### config.mk
export PLATFORM = sky130hd
export DESIGN_NAME = clkgen_cfg_regs
export DESIGN_NICKNAME = d
export VERILOG_FILES = /design/src/rtl/clkgen_pkg.sv /design/src/rtl/clkgen_div_slot.sv /design/src/rtl/clkgen_lock_timer.sv /design/src/rtl/clkgen_cfg_regs.sv
export SDC_FILE = /design/constraint.sdc
export NUM_CORES = 1
export LEC_CHECK = 0
export BUFFER_PORTS_ARGS = -buffer_cell sky130_fd_sc_hd__buf_4
export CORE_MARGIN = 4
export CORE_UTILIZATION = 40
export CTS_BUF_LIST = sky130_fd_sc_hd__clkbuf_4 sky130_fd_sc_hd__clkbuf_8
export DETAILED_ROUTE_END_ITERATION = 16
export PLACE_DENSITY = 0.7
export SKIP_LAST_GASP = 1
export SYNTH_ARGS = -nofsm -noshare
export SYNTH_HDL_FRONTEND = slang
export SYNTH_SLANG_ARGS = --single-unit
### constraint.sdc
create_clock -name clk -period 3.75 [get_ports clk]
set_clock_uncertainty 0.2 [all_clocks]
set_input_delay 0.1875 -clock clk [delete_from_list [all_inputs] [get_ports clk]]
set_output_delay 0.1875 -clock clk [all_outputs]
set_load 0.005 [all_outputs]
### src/rtl/clkgen_pkg.sv
package clkgen_pkg;

    localparam int WORD_W     = 15;
    localparam int NUM_DIV    = 3;
    localparam int OFF_STEP   = 4;
    localparam int OFF_STATUS = 12;

    // Stored divider word; field order matches the bus bit positions
    typedef struct packed {
        logic       hold;
        logic       bypass;
        logic       odd_edge;
        logic [5:0] high_cnt;
        logic [5:0] low_cnt;
    } div_word_t;

    localparam div_word_t RESET_WORD = '{
        hold: 1'b0, bypass: 1'b1, odd_edge: 1'b0,
        high_cnt: 6'd0, low_cnt: 6'd0
    };

    function automatic logic [6:0] div_ratio(div_word_t w);
        return w.bypass ? 7'd1 : ({1'b0, w.high_cnt} + {1'b0, w.low_cnt});
    endfunction

    function automatic int div_offset(int idx);
        return idx * OFF_STEP;
    endfunction

endpackage

### src/rtl/clkgen_div_slot.sv
module clkgen_div_slot
    import clkgen_pkg::*;
(
    input  logic      clk,
    input  logic      rst,
    input  logic      wr_sel,
    input  logic      commit,
    input  div_word_t wr_word,
    output div_word_t shadow_o,
    output div_word_t next_o,
    output div_word_t active_o
);
    div_word_t shadow_q;
    div_word_t active_q;

    // value this slot would commit on the current edge
    assign next_o = wr_sel ? wr_word : shadow_q;

    always_ff @(posedge clk) begin
        if (rst) begin
            shadow_q <= RESET_WORD;
            active_q <= RESET_WORD;
        end else begin
            if (wr_sel) shadow_q <= wr_word;
            if (commit) active_q <= next_o;
        end
    end

    assign shadow_o = shadow_q;
    assign active_o = active_q;
endmodule

### src/rtl/clkgen_lock_timer.sv
module clkgen_lock_timer #(
    parameter int SETTLE_CYCLES = 10000
) (
    input  logic clk,
    input  logic rst,
    input  logic commit,
    input  logic bad_cfg,
    output logic locked,
    output logic cfg_err
);
    localparam int CNT_W = $clog2(SETTLE_CYCLES + 1);

    logic [CNT_W-1:0] cnt_q;
    logic             lock_q;
    logic             err_q;

    always_ff @(posedge clk) begin
        if (rst) begin
            lock_q <= 1'b1;
            cnt_q  <= '0;
            err_q  <= 1'b0;
        end else if (commit) begin
            lock_q <= 1'b0;
            cnt_q  <= CNT_W'(SETTLE_CYCLES - 1);
            err_q  <= bad_cfg;
        end else if (!lock_q) begin
            if (cnt_q == '0) lock_q <= 1'b1;
            else             cnt_q  <= cnt_q - 1'b1;
        end
    end

    assign locked  = lock_q;
    assign cfg_err = err_q;
endmodule

### src/rtl/clkgen_cfg_regs.sv
module clkgen_cfg_regs
    import clkgen_pkg::*;
#(
    parameter int ADDR_W        = 4,
    parameter int DATA_W        = 32,
    parameter int SETTLE_CYCLES = 10000
) (
    input  logic              clk,
    input  logic              rst,
    input  logic              bus_wr,
    input  logic [ADDR_W-1:0] bus_addr,
    input  logic [DATA_W-1:0] bus_wdata,
    output logic [DATA_W-1:0] bus_rdata,
    output logic [DATA_W-1:0] in_div_word,
    output logic [DATA_W-1:0] fb_div_word,
    output logic [DATA_W-1:0] out_div_word,
    output logic              pll_locked,
    output logic              pll_error
);
    localparam int PAD_W = DATA_W - WORD_W;

    div_word_t            wr_word;
    div_word_t            shadow_w [NUM_DIV];
    div_word_t            next_w   [NUM_DIV];
    div_word_t            active_w [NUM_DIV];
    logic [NUM_DIV-1:0]   wr_sel;
    logic [NUM_DIV-1:0]   zero_ratio;
    logic                 commit;
    logic                 bad_cfg;
    logic                 unused_hi;

    assign wr_word   = div_word_t'(bus_wdata[WORD_W-1:0]);
    assign unused_hi = ^bus_wdata[DATA_W-1:WORD_W];

    for (genvar i = 0; i < NUM_DIV; i++) begin : g_slot
        assign wr_sel[i] = bus_wr && (bus_addr == ADDR_W'(div_offset(i)));

        clkgen_div_slot u_slot (
            .clk      (clk),
            .rst      (rst),
            .wr_sel   (wr_sel[i]),
            .commit   (commit),
            .wr_word  (wr_word),
            .shadow_o (shadow_w[i]),
            .next_o   (next_w[i]),
            .active_o (active_w[i])
        );

        assign zero_ratio[i] = (div_ratio(next_w[i]) == 7'd0);
    end

    assign commit  = (|wr_sel) && !wr_word.hold;
    assign bad_cfg = |zero_ratio;

    clkgen_lock_timer #(.SETTLE_CYCLES(SETTLE_CYCLES)) u_lock (
        .clk     (clk),
        .rst     (rst),
        .commit  (commit),
        .bad_cfg (bad_cfg),
        .locked  (pll_locked),
        .cfg_err (pll_error)
    );

    always_comb begin
        bus_rdata = '0;
        for (int i = 0; i < NUM_DIV; i++) begin
            if (bus_addr == ADDR_W'(div_offset(i)))
                bus_rdata = {{PAD_W{1'b0}}, shadow_w[i]};
        end
        if (bus_addr == ADDR_W'(OFF_STATUS))
            bus_rdata[1:0] = {pll_error, pll_locked};
    end

    assign in_div_word  = {{PAD_W{1'b0}}, active_w[0]};
    assign fb_div_word  = {{PAD_W{1'b0}}, active_w[1]};
    assign out_div_word = {{PAD_W{1'b0}}, active_w[2]};
endmodule

== Word level (Yosys, flattened, before mapping) ==
Cells that the tools add are included.
Word-level totals
  register bits after elaboration: 106
  bits in latches: 0
  bits in writable memories: 0
  bits in read-only memories: 0
  input bits: 39
  output and inout bits: 130
  word-level logic and storage cells: 76
  memories: 0
Operators by class
  add/sub/neg operators: 4
  $mul: 0
  div/mod/pow operators: 0
  $lt $le $gt $ge: 0
  eq/ne operators: 5
  shift operators: 0
  mux-type cells: 16
  bitwise logic cells: 2
  reduce and logical (&&, ||, !) cells: 15
Operators with widths (count)
  two-way mux 32 bit: 2
  two-way mux 15 bit: 4
  two-way mux 14 bit: 3
  adder 6 x 6 -> 7 bit: 3
  logical NOT 7 bit: 3
  two-way mux 7 bit: 3
  logical NOT 14 bit: 1
  subtractor 14 x 1 -> 14 bit (second input constant): 1
  equality test 4 bit (second input constant): 2
  OR reduction 3 bit: 2
  equality test 4 x 3 -> 1 bit (second input constant): 1
  logical AND 1 bit: 4
  logical NOT 4 bit: 1
  inequality test 2 bit (second input constant): 2
  AND reduction 2 bit: 2
  two-way mux 1 bit: 3
  two-way mux 2 bit: 1
  NOT 1 bit: 2
  OR reduction 2 bit: 1
  logical NOT 1 bit: 1

== Longest topological paths before layout ==
Gate-level depths: netlist (run 1).
  depth after elaboration: 7
  gate-level depth with buffers: 12
  mapped depth without buffers: 10

== Hierarchy ==
A second synthesis (run 1) with hierarchy kept.
Unflattened totals
  cells, all modules: 626
  area, all modules: 5621.6 µm²
Modules (own cells, without submodules)
  clkgen_div_slot: instances 3, cells each 114, area an instance 1133.6 µm², seq. area each 600.6 µm²
  clkgen_cfg_regs: instances 1, cells each 191, area an instance 1403.8 µm², seq. area each 0.0 µm²
  clkgen_lock_timer: instances 1, cells each 93, area an instance 817.0 µm², seq. area each 320.3 µm²

== Worst setup path before layout (run 1) ==
Ideal clock, no wire load.
  kind: input to register
  start point: in bus_addr[2]
  end point: reg u_lock.err_q, in the netlist u_lock.cfg_err
  library setup time: 74 ps
  arrival: 2912 ps
  data required time: 3476 ps
  path slack: 564 ps
  cell stages on the path: 11
  path buffers: 2
  cells stage by stage: buf_2 > nor2b_1 > nand3_1 > buf_2 > mux2i_1 > inv_1 > ha_1 > or4_1 > a2111oi_0 > a41oi_1 > a31oi_1
RTL lines
  start, declared: RTL line clkgen_cfg_regs.sv:11  | input logic [ADDR_W-1:0] bus_addr,
  end signal, assigned: RTL line clkgen_lock_timer.sv:25  | err_q <= bad_cfg;
  end, declared: RTL line clkgen_lock_timer.sv:15  | logic err_q;

==> results of run 1 <==
cells in the mapped netlist (2+ instances only):
| master | n | area share, % |
|---|---|---|
| sky130_fd_sc_hd__xnor2_1 | 3 | 0.48 |
| sky130_fd_sc_hd__a2111oi_0 | 4 | 0.65 |
| sky130_fd_sc_hd__o211ai_1 | 6 | 0.83 |
| sky130_fd_sc_hd__buf_2 | 7 | 0.65 |
| sky130_fd_sc_hd__o2111ai_1 | 2 | 0.32 |
| sky130_fd_sc_hd__inv_1 | 43 | 3.0 |
| sky130_fd_sc_hd__nand3_1 | 2 | 0.18 |
| sky130_fd_sc_hd__ha_1 | 19 | 4.4 |
| sky130_fd_sc_hd__nor3_1 | 7 | 0.65 |
| sky130_fd_sc_hd__nor2b_1 | 4 | 0.46 |
| sky130_fd_sc_hd__nand2b_1 | 2 | 0.23 |
| sky130_fd_sc_hd__nand4_1 | 2 | 0.23 |
| sky130_fd_sc_hd__nand3b_1 | 3 | 0.42 |
| sky130_fd_sc_hd__nor2_1 | 114 | 7.9 |
| sky130_fd_sc_hd__o21ai_0 | 6 | 0.55 |
| sky130_fd_sc_hd__dfxtp_1 | 106 | 39 |
| sky130_fd_sc_hd__a211oi_1 | 37 | 5.1 |
| sky130_fd_sc_hd__a21oi_1 | 23 | 2.1 |
| sky130_fd_sc_hd__or3_1 | 6 | 0.69 |
| sky130_fd_sc_hd__nand2_1 | 14 | 0.97 |
| sky130_fd_sc_hd__or4_1 | 4 | 0.55 |
| sky130_fd_sc_hd__buf_1 | 4 | 0.28 |
| sky130_fd_sc_hd__buf_4 | 69 | 9.5 |
| sky130_fd_sc_hd__clkbuf_1 | 17 | 1.2 |
| sky130_fd_sc_hd__o22a_1 | 6 | 0.97 |
| sky130_fd_sc_hd__a31oi_1 | 3 | 0.35 |
| sky130_fd_sc_hd__mux2i_4 | 10 | 4.2 |
| sky130_fd_sc_hd__xor2_1 | 4 | 0.65 |
| sky130_fd_sc_hd__mux2i_1 | 47 | 8.7 |
| sky130_fd_sc_hd__and2_1 | 2 | 0.23 |
| sky130_fd_sc_hd__mux4_2 | 2 | 0.83 |
| sky130_fd_sc_hd__fa_1 | 3 | 1.1 |
report_power, final:
part           total (mW)  internal, mW  switching [mW]
Combinational       0.242         0.100           0.142
Sequential           1.17          1.15          0.0173
Clock               0.732         0.321           0.410
Total                2.14          1.57           0.570
kinds of logic (layout without fill, tap and decap cells):
logic type,count (synthesis),count (layout),share of synthesized area [%]
compound gates,91,91,11.62
simple gates,165,165,13.40
buf+inv,143,168,15.27
fa+ha+maj,22,22,5.489
other cells,1,68,0.06912
mux,60,60,13.91
xor+xnor,7,7,1.130
flops,106,106,39.11
per-layer routing:
layer  GRT usage, %  vias to the layer above  part of all wire [%]
li1               -                     2049                     -
met1          20.51                     2009                    42
met2          28.09                      116                    51
met3          3.816                       14                   5.4
met4          5.351                        0                   1.4
met5              0                        -                     0
path summary, 6_finish.rpt:
| check | start | to | cells after the start |
|---|---|---|---|
| min reg2reg | g_slot[0].u_slot.active_o[14]$_SDFFE_PP0P_ | g_slot[0].u_slot.active_o[14]$_SDFFE_PP0P_ | 1 |
| max reg2reg | g_slot[1].u_slot.shadow_o[6]$_SDFF_PP0_ | u_lock.cfg_err$_SDFFE_PP0P_ | 7 |
| min | rst | g_slot[2].u_slot.shadow_o[0]$_SDFF_PP0_ | 2 |
| max | bus_addr[1] | u_lock.cfg_err$_SDFFE_PP0P_ | 11 |
final cells by class:
cell class,count,area share [%]
multi-input combinational,413,43.23
clock inverter,7,1.345
tap,176,3.482
timing repair buffer,108,13.81
sequential,106,33.56
inverter,44,2.612
clock buffer,9,1.959
flip-flops by register name (all words and copies together) (netlist names):
| name | cells |
|---|---|
| g_slot.u_slot.active_o | 45 |
| g_slot.u_slot.shadow_o | 45 |
| u_lock.cnt_q | 14 |
| u_lock.cfg_err | 1 |
| u_lock.locked | 1 |
metrics by stage:
stage / total power, mW / utilization [%] / worst slack, ps / area, µm²
2_1_floorplan: 1.383 / - / 563.6 / 5677
3_3_place_gp: 1.415 / 45.04 / 175.7 / 5964
3_5_place_dp: 1.422 / 45.04 / 42.36 / 5964
4_1_cts: 2.162 / 47.75 / 428.2 / 6324
5_1_grt: 2.235 / 47.75 / 276.4 / 6324
6_report: 2.142 / 47.75 / 436.9 / 6324
what timing repair did:
item | 4_1_cts | 5_1_grt
setup endpoints to repair | 0 | 0
hold buffers | 15 | 0
endpoints found under the hold margin | 39 | 0
==> metrics.md, run 1 <==
| Metric | Value |
|---|---|
| Outcome | complete, no violations |
| Routability cong. | 0.7904 |
| Clock tree from TritonCTS | built |
| RSZ-0062 raised after global routing | no |
| Die outline height | 124.5 µm |
| Total via count after detailed routing | 4188 |
| Placeable core region | 13240 µm² |
| Leakage power | 3.149 nW |
| Non-Filler Instances | 863 |
| Final HPWL DP | 9808 µm |
| Die Wd | 124.5 µm |
| Post-cts resize count | 0 |
| Family with the most delay on the worst path | simple AND/OR/NAND/NOR gates |
| Final nets | 743 |
| FF+latch area | 2122 µm² |
| Residual DRC | 0 |
| Number of setup violations in the final report | 0 |
| H-tree levels | 3 |
| Worst Path Max Fanout | 8 |
| MaxCap Viol Count | 0 |
| Top Ports | 169 |
| Number of synthesized register bits | 106 |
| Slowest cell on the critical path | sky130_fd_sc_hd__or3b_1 |
| TNS Setup | 0 ps |
| Arrival time worst endpoint | 3420 ps |
| Max transition margin | 47.81% |
| Power density of the placed cells | 338.8 nW/µm² |
| Slew Viols, Final | 0 |
| Multi-input combinational cell area | 2734 µm² |
| Pin count of the biggest net entering global routing | 59 |
| Worst min path class | input port to register |
| Overall global routing resource usage | 16.46% |
| Data required, critical path | 3860 ps |
| Slack of the worst reg-to-reg path | 1130 ps |
| Critical path launch point type | input port |
| Antenna violations before repair | 0 |
| Bufs and invs on worst path | 3 |
| Antenna-violating nets left | 0 |
| Final period demand of the worst path | 3313 ps |
| Worst ir drop on vdd | 155.8 µV |
| Class of the most critical setup path | input port to register |
| Source-to-sink clock delay at the later pin of the worst-skew pair | 380 ps |
| Number of flops mapped to enable cells by yosys | 0 |
| Number of placement rows | 42 |
| Number of placed cells counting well taps | 832 |
| Sequential area share after synthesis | 39.11% |
| Clock root buffer | sky130_fd_sc_hd__clkbuf_8 |
| Top FF cell, synth | sky130_fd_sc_hd__dfxtp_1 |
| Number of DRC violations after detailed-routing iteration 0 | 300 |
| Vias in the first global route | 3991 |
| Number of unique standard cell types used by synthesis | 46 |
| Synth-to-Final Area Change | 16.56% |
| Register clock-pin slew on the reported worst setup and hold paths | 110 ps |
| Achievable Freq | 301.8 MHz |
| Post-CTS setup buffer count | 0 |
| Endpoint kind of the worst setup timing path | register |
| Netlist Area Pre-Place | 5425 µm² |
| Syn. warnings | 0 |
| Asr flop ratio synth | 0% |
| Fill cell count | 1271 |
| Top library cells by usage in the layout, fill and taps aside | sky130_fd_sc_hd__nor2_1, sky130_fd_sc_hd__dfxtp_1, sky130_fd_sc_hd__buf_4 |
| Mean post-synth cell area | 9.118 µm² |
| Total congestion overflow | 0 |
| Critical path, cell by cell | buf_4 -> or3b_4 -> or3b_1 -> buf_4 -> mux2i_4 -> inv_1 -> ha_1 -> fa_1 -> a2111oi_0 -> nand4_1 -> a31oi_1 |
| Diode count | 0 |
| Ratio of cells with drive above 1 in the final layout | 18.49% |
| Most common library cell in the layout ignoring fill and taps | sky130_fd_sc_hd__nor2_1 |
| Delay contributed by the slowest stage of the critical path | 680 ps |
| DRT Wirelength | 13090 µm |
| Port-buffer cells | 83 |
| Post-route fraction of the period consumed by the critical path | 88.35% |
| Mean number of vias per cell | 4.853 |
| Clock buffers created by TritonCTS | 9 |
| Number of sinks on the clock net | 106 |
| Most frequent cell on the critical path | sky130_fd_sc_hd__buf_4 |
| Number of optimization iterations in the first detailed-route pass | 4 |
| WL/cell | 15.17 µm |
| Starting Density | 40.97% |
| Worst hold margin | 26.84 ps |
| Overall die area | 15490 µm² |
| Actual slew at the worst max-slew pin | 780.6 ps |
| Count of mapped cells out of synthesis | 595 |
| Number of hold violations in the final report | 0 |
| Clock buffer depth | 2 |
| Global-route wire length before repair | 20870 µm |
Note: power is estimated with default switching activity, not from simulation.
==> run 2, diff against run 1 <==
--- a/config.mk
+++ b/config.mk
@@ -14,4 +14,5 @@
 export SKIP_LAST_GASP = 1
 export SYNTH_ARGS = -nofsm -noshare
 export SYNTH_HDL_FRONTEND = slang
+export SYNTH_HIERARCHICAL = 1
 export SYNTH_SLANG_ARGS = --single-unit
==> constraint.sdc (replaced) <==
create_clock -name clk -period 3.95 [get_ports clk]
set_clock_uncertainty 0.2 [all_clocks]
set_input_delay 0.1975 -clock clk [delete_from_list [all_inputs] [get_ports clk]]
set_output_delay 0.1975 -clock clk [all_outputs]
set_load 0.005 [all_outputs]
==> metrics.md, run 2 <==
| Metric | Value |
|---|---|
| Most common library cell in the layout ignoring fill and taps | sky130_fd_sc_hd__nor2_1 (unchanged) |
| Total congestion overflow | 0 (unchanged) |
| Overall die area | 15950 µm² (was 15490 µm²) |
| Slowest cell on the critical path | sky130_fd_sc_hd__fa_1 (was sky130_fd_sc_hd__or3b_1) |
| MaxCap Viol Count | 0 (unchanged) |
| Count of mapped cells out of synthesis | 620 (was 595) |
| Final period demand of the worst path | 2928 ps |
| Number of optimization iterations in the first detailed-route pass | 5 (was 4) |
| WL/cell | 15.24 µm (was 15.17 µm) |
| Worst min path class | input port to register (unchanged) |
| Number of DRC violations after detailed-routing iteration 0 | 328 (was 300) |
| Starting Density | 41.62% (was 40.97%) |
| Sw frac | 27.03% (was 26.61%) |
| Post-CTS setup buffer count | 0 (unchanged) |
| Worst ir drop on vdd | 172.3 µV (was 155.8 µV) |
| Syn. warnings | 6 (was 0) |
| Top Ports | 169 (unchanged) |
| Max transition margin | 44.53% (was 47.81%) |
| Slew Viols, Final | 0 (unchanged) |
| Part of the total power dissipated in combinational logic | 11.9% (was 11.3%) |
| Number of setup violations in the final report | 0 (unchanged) |
| Endpoint kind of the worst setup timing path | register (unchanged) |
| Overall power consumption | 2.007 mW (was 2.142 mW) |
| Number of hold violations in the final report | 0 (unchanged) |
| Power density of the placed cells | 309.5 nW/µm² (was 338.8 nW/µm²) |
| Data required, critical path | 4020 ps (was 3860 ps) |
| H-tree levels | 3 (unchanged) |
| Global-route wire length before repair | 21000 µm (was 20870 µm) |
| Top library cells by usage in the layout, fill and taps aside | sky130_fd_sc_hd__nor2_1, sky130_fd_sc_hd__dfxtp_1, sky130_fd_sc_hd__buf_4 (unchanged) |
| Critical path launch point type | input port (unchanged) |
| Arrival time worst endpoint | 2990 ps (was 3420 ps) |
| Die outline height | 126.3 µm (was 124.5 µm) |
| Class of the most critical setup path | input port to register (unchanged) |
| Final nets | 775 (was 743) |
| Clock tree from TritonCTS | built (unchanged) |
| Synth-to-Final Area Change | 15.80% (was 16.56%) |
| Port-buffer cells | 83 (unchanged) |
| Placeable core region | 13450 µm² (was 13240 µm²) |
| Clock network fraction of design power | 32.9% (was 34.2%) |
| TNS Setup | 0 ps (unchanged) |
| Register clock-pin slew on the reported worst setup and hold paths | 100 ps (was 110 ps) |
| Source-to-sink clock delay at the later pin of the worst-skew pair | 380 ps (about the same) |
| Worst Path Max Fanout | 6 (was 8) |
| Clock buffer depth | 2 (unchanged) |
| Post-route fraction of the period consumed by the critical path | 74.13% |
| P_int | 1.464 mW (was 1.572 mW) |
| Achievable Freq | 341.5 MHz |
| Mean number of vias per cell | 4.812 (was 4.853) |
| Critical path, cell by cell | buf_4 -> nor2_1 -> nand2_1 -> nor3_2 -> buf_4 -> mux2i_1 -> inv_1 -> ha_1 -> inv_1 -> fa_1 -> nor4b_1 -> nand3_1 -> o221ai_1 -> mux2i_1 -> nor2_1 (was buf_4 -> or3b_4 -> or3b_1 -> buf_4 -> mux2i_4 -> inv_1 -> ha_1 -> fa_1 -> a2111oi_0 -> nand4_1 -> a31oi_1) |
| Delay contributed by the slowest stage of the critical path | 410 ps (was 680 ps) |
| Diode count | 0 (unchanged) |
| Clock buffers created by TritonCTS | 9 (unchanged) |
| Bufs and invs on worst path | 4 (was 3) |
| RSZ-0062 raised after global routing | no (unchanged) |
| Residual DRC | 0 (unchanged) |
| Overall global routing resource usage | 16.43% (was 16.46%) |
| Ratio of cells with drive above 1 in the final layout | 21.84% (was 18.49%) |
| Leakage power | 2.920 nW (was 3.149 nW) |
| Family with the most delay on the worst path | simple AND/OR/NAND/NOR gates (unchanged) |
| Mean post-synth cell area | 9.031 µm² (was 9.118 µm²) |
| Vias in the first global route | 3917 (was 3991) |
| Clock root buffer | sky130_fd_sc_hd__clkbuf_8 (unchanged) |
| Outcome | complete, no violations (unchanged) |
| Pin count of the biggest net entering global routing | 74 (was 59) |
| DRT Wirelength | 13640 µm (was 13090 µm) |
| CTS Hold Bufs | 15 (unchanged) |
| Netlist Area Pre-Place | 5599 µm² (was 5425 µm²) |
| Actual slew at the worst max-slew pin | 832.0 ps (was 780.6 ps) |
| Number of placement rows | 42 (unchanged) |
| Power spent charging and discharging nets | 0.5425 mW (was 0.5700 mW) |
| Die Wd | 126.3 µm (was 124.5 µm) |
| Post-cts resize count | 0 (unchanged) |
| Final HPWL DP | 10170 µm (was 9808 µm) |
| Sequential group share of total power | 55.2% (was 54.5%) |
| Total via count after detailed routing | 4307 (was 4188) |
| Number of sinks on the clock net | 106 (unchanged) |
| Antenna-violating nets left | 0 (unchanged) |
| Routability cong. | 0.8656 (was 0.7904) |
| Antenna violations before repair | 0 (unchanged) |
[run 2: cell types whose count changed in the layout (fill, tap and decap cells not counted), sizes merged, moves of 5 or more]
cell / change
nor4: +6
buf: +9
o22a: -6
nor2: +7
o211ai: -5
a211oi: +6
a31oi: +5
inv: +12
[run 2: layer usage]
layer  part of all wire [%]  track usage (%)
met5                      0                0
met4                    1.6            5.174
met3                    6.7            2.900
met2                     44            24.73
met1                     48            23.97
[run 2: stage by stage]
step / util (%) / instances / hold slack, ps / setup WS [ps] / instance area, µm²
6_report: 48.20 / 895 / 68.38 / 1022 / 6484
5_1_grt: 48.20 / 895 / 90.98 / 689.3 / 6484
4_1_cts: 48.20 / 895 / 58.54 / 1035 / 6484
3_5_place_dp: 45.65 / 864 / 280.2 / 622.6 / 6141
3_3_place_gp: 45.65 / 864 / 275.2 / 648.2 / 6141
2_1_floorplan: - / 687 / 166.5 / 1077 / 5851
[run 2: area by class of cell]
class                           count  area, µm²
Fill cell                        1306       6969
Multi-Input combinational cell    423       2819
Sequential cell                   106       2122
Timing Repair Buffer              117      915.9
Tap cell                          176      220.2
Inverter                           57      214.0
Clock buffer                       12      158.9
Clock inverter                      4      33.78
[run 2: worst paths after layout]
check	start	end	slack, ps	cells past startpoint
max reg2reg	g_slot[2].u_slot/shadow_o[0]$_SDFF_PP0_	u_lock/cfg_err$_SDFFE_PP0P_	1660	10
min	rst	g_slot[1].u_slot/shadow_o[12]$_SDFF_PP0_	70	2
min reg2reg	g_slot[1].u_slot/active_o[10]$_SDFFE_PP0P_	g_slot[1].u_slot/active_o[10]$_SDFFE_PP0P_	290	2
max	bus_addr[1]	u_lock/cfg_err$_SDFFE_PP0P_	1020	15
[run 2: power by group through the flow]
stage	Clock (mW)	Combinational, mW	Sequential, mW
2_1_floorplan	0	0.192	1.13
3_3_place_gp	0	0.220	1.13
3_5_place_dp	0	0.222	1.13
4_1_cts	0.676	0.235	1.11
5_1_grt	0.714	0.263	1.11
6_report	0.661	0.238	1.11
==> run 3, diff against run 2 <==
--- a/config.mk
+++ b/config.mk
@@ -5,12 +5,13 @@
 export SDC_FILE = /design/constraint.sdc
 export NUM_CORES = 1
 export LEC_CHECK = 0
+export ABC_AREA = 1
 export BUFFER_PORTS_ARGS = -buffer_cell sky130_fd_sc_hd__buf_4
 export CORE_MARGIN = 4
 export CORE_UTILIZATION = 40
 export CTS_BUF_LIST = sky130_fd_sc_hd__clkbuf_4 sky130_fd_sc_hd__clkbuf_8
 export DETAILED_ROUTE_END_ITERATION = 16
-export PLACE_DENSITY = 0.7
+export PLACE_DENSITY = 0.68
 export SKIP_LAST_GASP = 1
 export SYNTH_ARGS = -nofsm -noshare
 export SYNTH_HDL_FRONTEND = slang
==> constraint.sdc (replaced) <==
create_clock -name clk -period 2.7 [get_ports clk]
set_clock_uncertainty 0.2 [all_clocks]
set_input_delay 0.135 -clock clk [delete_from_list [all_inputs] [get_ports clk]]
set_output_delay 0.135 -clock clk [all_outputs]
set_load 0.005 [all_outputs]
==> metrics.md, run 3 <==
| Metric | Value |
|---|---|
| Clock tree from TritonCTS | built (unchanged) |
| Ratio of cells with drive above 1 in the final layout | 19.01% (was 21.84%) |
| Worst reg2reg endpoint | u_lock/cfg_err$_SDFFE_PP0P_ (unchanged) |
| Die Wd | 134.4 µm (was 126.3 µm) |
| Clock buffer depth | 2 (unchanged) |
| Delay contributed by the slowest stage of the critical path | 480 ps (was 410 ps) |
| Global-route wire length before repair | 25270 µm (was 21000 µm) |
| Routability cong. | 0.9022 (was 0.8656) |
| Part of the total power dissipated in combinational logic | 12.8% (was 11.9%) |
| Number of hold violations in the final report | 0 (unchanged) |
| Arrival time worst endpoint | 2430 ps (was 2990 ps) |
| Startpoint of the most critical setup path | bus_addr[1] (unchanged) |
| Total congestion overflow | 0 (unchanged) |
| Count of mapped cells out of synthesis | 899 (was 620) |
| Final period demand of the worst path | 2295 ps |
| Netlist Area Pre-Place | 6389 µm² (was 5599 µm²) |
| Clock buffers created by TritonCTS | 9 (unchanged) |
| Actual slew at the worst max-slew pin | 551.3 ps (was 832.0 ps) |
| Antenna-violating nets left | 0 (unchanged) |
| MaxCap Viol Count | 0 (unchanged) |
| Worst Path Max Fanout | 11 (was 6) |
| Number of setup violations in the final report | 0 (unchanged) |
| Final nets | 1050 (was 775) |
| Syn. warnings | 6 (unchanged) |
| Number of placement rows | 45 (was 42) |
| TNS Setup | 0 ps (unchanged) |
| Data required, critical path | 2830 ps (was 4020 ps) |
| Class of the most critical setup path | input port to register (unchanged) |
| Slowest cell on the critical path | sky130_fd_sc_hd__fa_1 (unchanged) |
| Post-CTS setup buffer count | 0 (unchanged) |
| Outcome | complete, no violations (unchanged) |
| Antenna violations before repair | 0 (unchanged) |
| Overall power consumption | 3.086 mW (was 2.007 mW) |
| Bufs and invs on worst path | 4 (unchanged) |
| Mean number of vias per cell | 4.614 (was 4.812) |
| Register clock-pin slew on the reported worst setup and hold paths | 100 ps (about the same) |
| Overall die area | 18060 µm² (was 15950 µm²) |
| Die outline height | 134.4 µm (was 126.3 µm) |
| Starting Density | 41.41% (was 41.62%) |
| Clock network fraction of design power | 34.6% (was 32.9%) |
| Residual DRC | 0 (unchanged) |
| Family with the most delay on the worst path | simple AND/OR/NAND/NOR gates (unchanged) |
| Most common library cell in the layout ignoring fill and taps | sky130_fd_sc_hd__nand2_1 (was sky130_fd_sc_hd__nor2_1) |
| Total via count after detailed routing | 5560 (was 4307) |
| Depth of the most critical reg-to-reg path | 11 (was 10) |
| Number of optimization iterations in the first detailed-route pass | 7 (was 5) |
| Pin count of the biggest net entering global routing | 44 (was 74) |
| Achievable Freq | 435.8 MHz |
| H-tree levels | 3 (unchanged) |
| Fin util | 47.13% (was 48.20%) |
| Worst min path class | input port to register (unchanged) |
| Endpoint of the worst setup timing path | u_lock/cfg_err$_SDFFE_PP0P_ (unchanged) |
| Max transition margin | 63.21% (was 44.53%) |
| WL/cell | 13.25 µm (was 15.24 µm) |
| Number of DRC violations after detailed-routing iteration 0 | 354 (was 328) |
| DRT Wirelength | 15960 µm (was 13640 µm) |
| Slew Viols, Final | 0 (unchanged) |
| Worst hold margin | 106.5 ps (was 68.38 ps) |
| Vias in the first global route | 4874 (was 3917) |
| Most frequent cell on the critical path | sky130_fd_sc_hd__nor2_1 |
| Sw frac | 27.68% (was 27.03%) |
| Slack of the worst reg-to-reg path | 620 ps (was 1660 ps) |
| Post-route fraction of the period consumed by the critical path | 84.99% |
| Path length in cells of the critical path | 17 (was 15) |
| Critical path, cell by cell | buf_4 -> nor2_4 -> and2_1 -> inv_2 -> nor2_1 -> buf_4 -> nand2_1 -> nand2_1 -> ha_1 -> inv_1 -> fa_1 -> nand2_1 -> nor2_1 -> nand3_1 -> nand3_1 -> nor2_1 -> nor2_1 (was buf_4 -> nor2_1 -> nand2_1 -> nor3_2 -> buf_4 -> mux2i_1 -> inv_1 -> ha_1 -> inv_1 -> fa_1 -> nor4b_1 -> nand3_1 -> o221ai_1 -> mux2i_1 -> nor2_1) |
| Sequential group share of total power | 52.6% (was 55.2%) |
| Power spent charging and discharging nets | 0.8541 mW (was 0.5425 mW) |
| P_int | 2.231 mW (was 1.464 mW) |
| Source-to-sink clock delay at the later pin of the worst-skew pair | 390 ps (was 380 ps) |
| Final HPWL DP | 12150 µm (was 10170 µm) |
| Top Ports | 169 (unchanged) |
| RSZ-0062 raised after global routing | no (unchanged) |
| Critical register-to-register path startpoint | g_slot[1].u_slot/shadow_o[0]$_SDFF_PP0_ (was g_slot[2].u_slot/shadow_o[0]$_SDFF_PP0_) |
| Top library cells by usage in the layout, fill and taps aside | sky130_fd_sc_hd__nand2_1, sky130_fd_sc_hd__nor2_1, sky130_fd_sc_hd__dfxtp_1 (was sky130_fd_sc_hd__nor2_1, sky130_fd_sc_hd__dfxtp_1, sky130_fd_sc_hd__buf_4) |
| Synth-to-Final Area Change | 13.81% (was 15.80%) |
| Number of sinks on the clock net | 106 (unchanged) |
| Overall global routing resource usage | 17.40% (was 16.43%) |
| Leakage power | 3.713 nW (was 2.920 nW) |
| Clock root buffer | sky130_fd_sc_hd__clkbuf_8 (unchanged) |
| Placeable core region | 15430 µm² (was 13450 µm²) |
| Endpoint kind of the worst setup timing path | register (unchanged) |
| Worst ir drop on vdd | 240.8 µV (was 172.3 µV) |
| Power density of the placed cells | 424.4 nW/µm² (was 309.5 nW/µm²) |
| Diode count | 0 (unchanged) |
| Critical path launch point type | input port (unchanged) |
| Port-buffer cells | 83 (unchanged) |
| Mean post-synth cell area | 7.106 µm² (was 9.031 µm²) |
## run 3: metal layers
metal | vias to the layer above | track usage [%] | routed length (µm) | share of wire (%)
met5 | - | 0 | 0 | 0
met4 | 0 | 7.353 | 440 | 2.8
met3 | 27 | 2.588 | 973 | 6.1
met2 | 187 | 27.57 | 7344 | 46
met1 | 2519 | 23.64 | 7205 | 45
li1 | 2827 | - | - | -
## run 3: layout make-up
type / count / area, µm²
Clock buffer: 11 / 151.4
Sequential cell: 106 / 2122
Timing Repair Buffer: 113 / 925.9
Inverter: 100 / 397.9
Fill cell: 1565 / 8157
Multi-Input combinational cell: 659 / 3349
Tap cell: 211 / 264.0
Clock inverter: 5 / 60.06
## run 3: how the worst min path moves through the flow
| stage | slack [ps] | startpoint | end | cells after the start |
|---|---|---|---|---|
| after floorplan | 7 | rst | u_lock/cnt_q[2]$_SDFFE_PP0P_ | 1 |
| after global placement | 260 | g_slot[2].u_slot/active_o[13]$_SDFFE_PP1P_ | g_slot[2].u_slot/active_o[13]$_SDFFE_PP1P_ | 2 |
| after detailed placement | 260 | g_slot[0].u_slot/active_o[13]$_SDFFE_PP1P_ | g_slot[0].u_slot/active_o[13]$_SDFFE_PP1P_ | 2 |
| after CTS | 80 | bus_addr[2] | g_slot[2].u_slot/shadow_o[6]$_SDFF_PP0_ | 5 |
| after global routing | 130 | bus_addr[2] | g_slot[2].u_slot/shadow_o[6]$_SDFF_PP0_ | 5 |
| final | 110 | bus_addr[2] | g_slot[2].u_slot/shadow_o[6]$_SDFF_PP0_ | 5 |
## run 3: timing repair
item	4_1_cts	5_1_grt
hold buffers	16	0
endpoints found under the hold margin	92	0
endpoints found under the setup margin	0	0
resized for setup	0	0
## run 3: tightest hold or removal path, stage by stage
cell,delay (ps)
sky130_fd_sc_hd__buf_4,130
sky130_fd_sc_hd__nor3_2,50
sky130_fd_sc_hd__buf_4,160
sky130_fd_sc_hd__nand2_1,100
sky130_fd_sc_hd__a21oi_1,70
## run 3: power groups by stage
| stage | combinational, mW | clock (mW) | sequential [mW] |
|---|---|---|---|
| floorplan | 0.324 | 0 | 1.66 |
| global placement | 0.370 | 0 | 1.66 |
| detailed placement | 0.373 | 0 | 1.66 |
| CTS | 0.393 | 1.09 | 1.62 |
| global route | 0.445 | 1.14 | 1.63 |
| finish | 0.396 | 1.07 | 1.62 |
## run 3: through the flow
step / std cells / area [µm²] / worst slack [ps]
after floorplan: 966 / 6640 / 139.2
after global placement: 1173 / 6899 / 75.54
after detailed placement: 1173 / 6899 / 24.98
after CTS: 1205 / 7271 / 439.7
after global routing: 1205 / 7271 / 231.1
final: 1205 / 7271 / 405.2
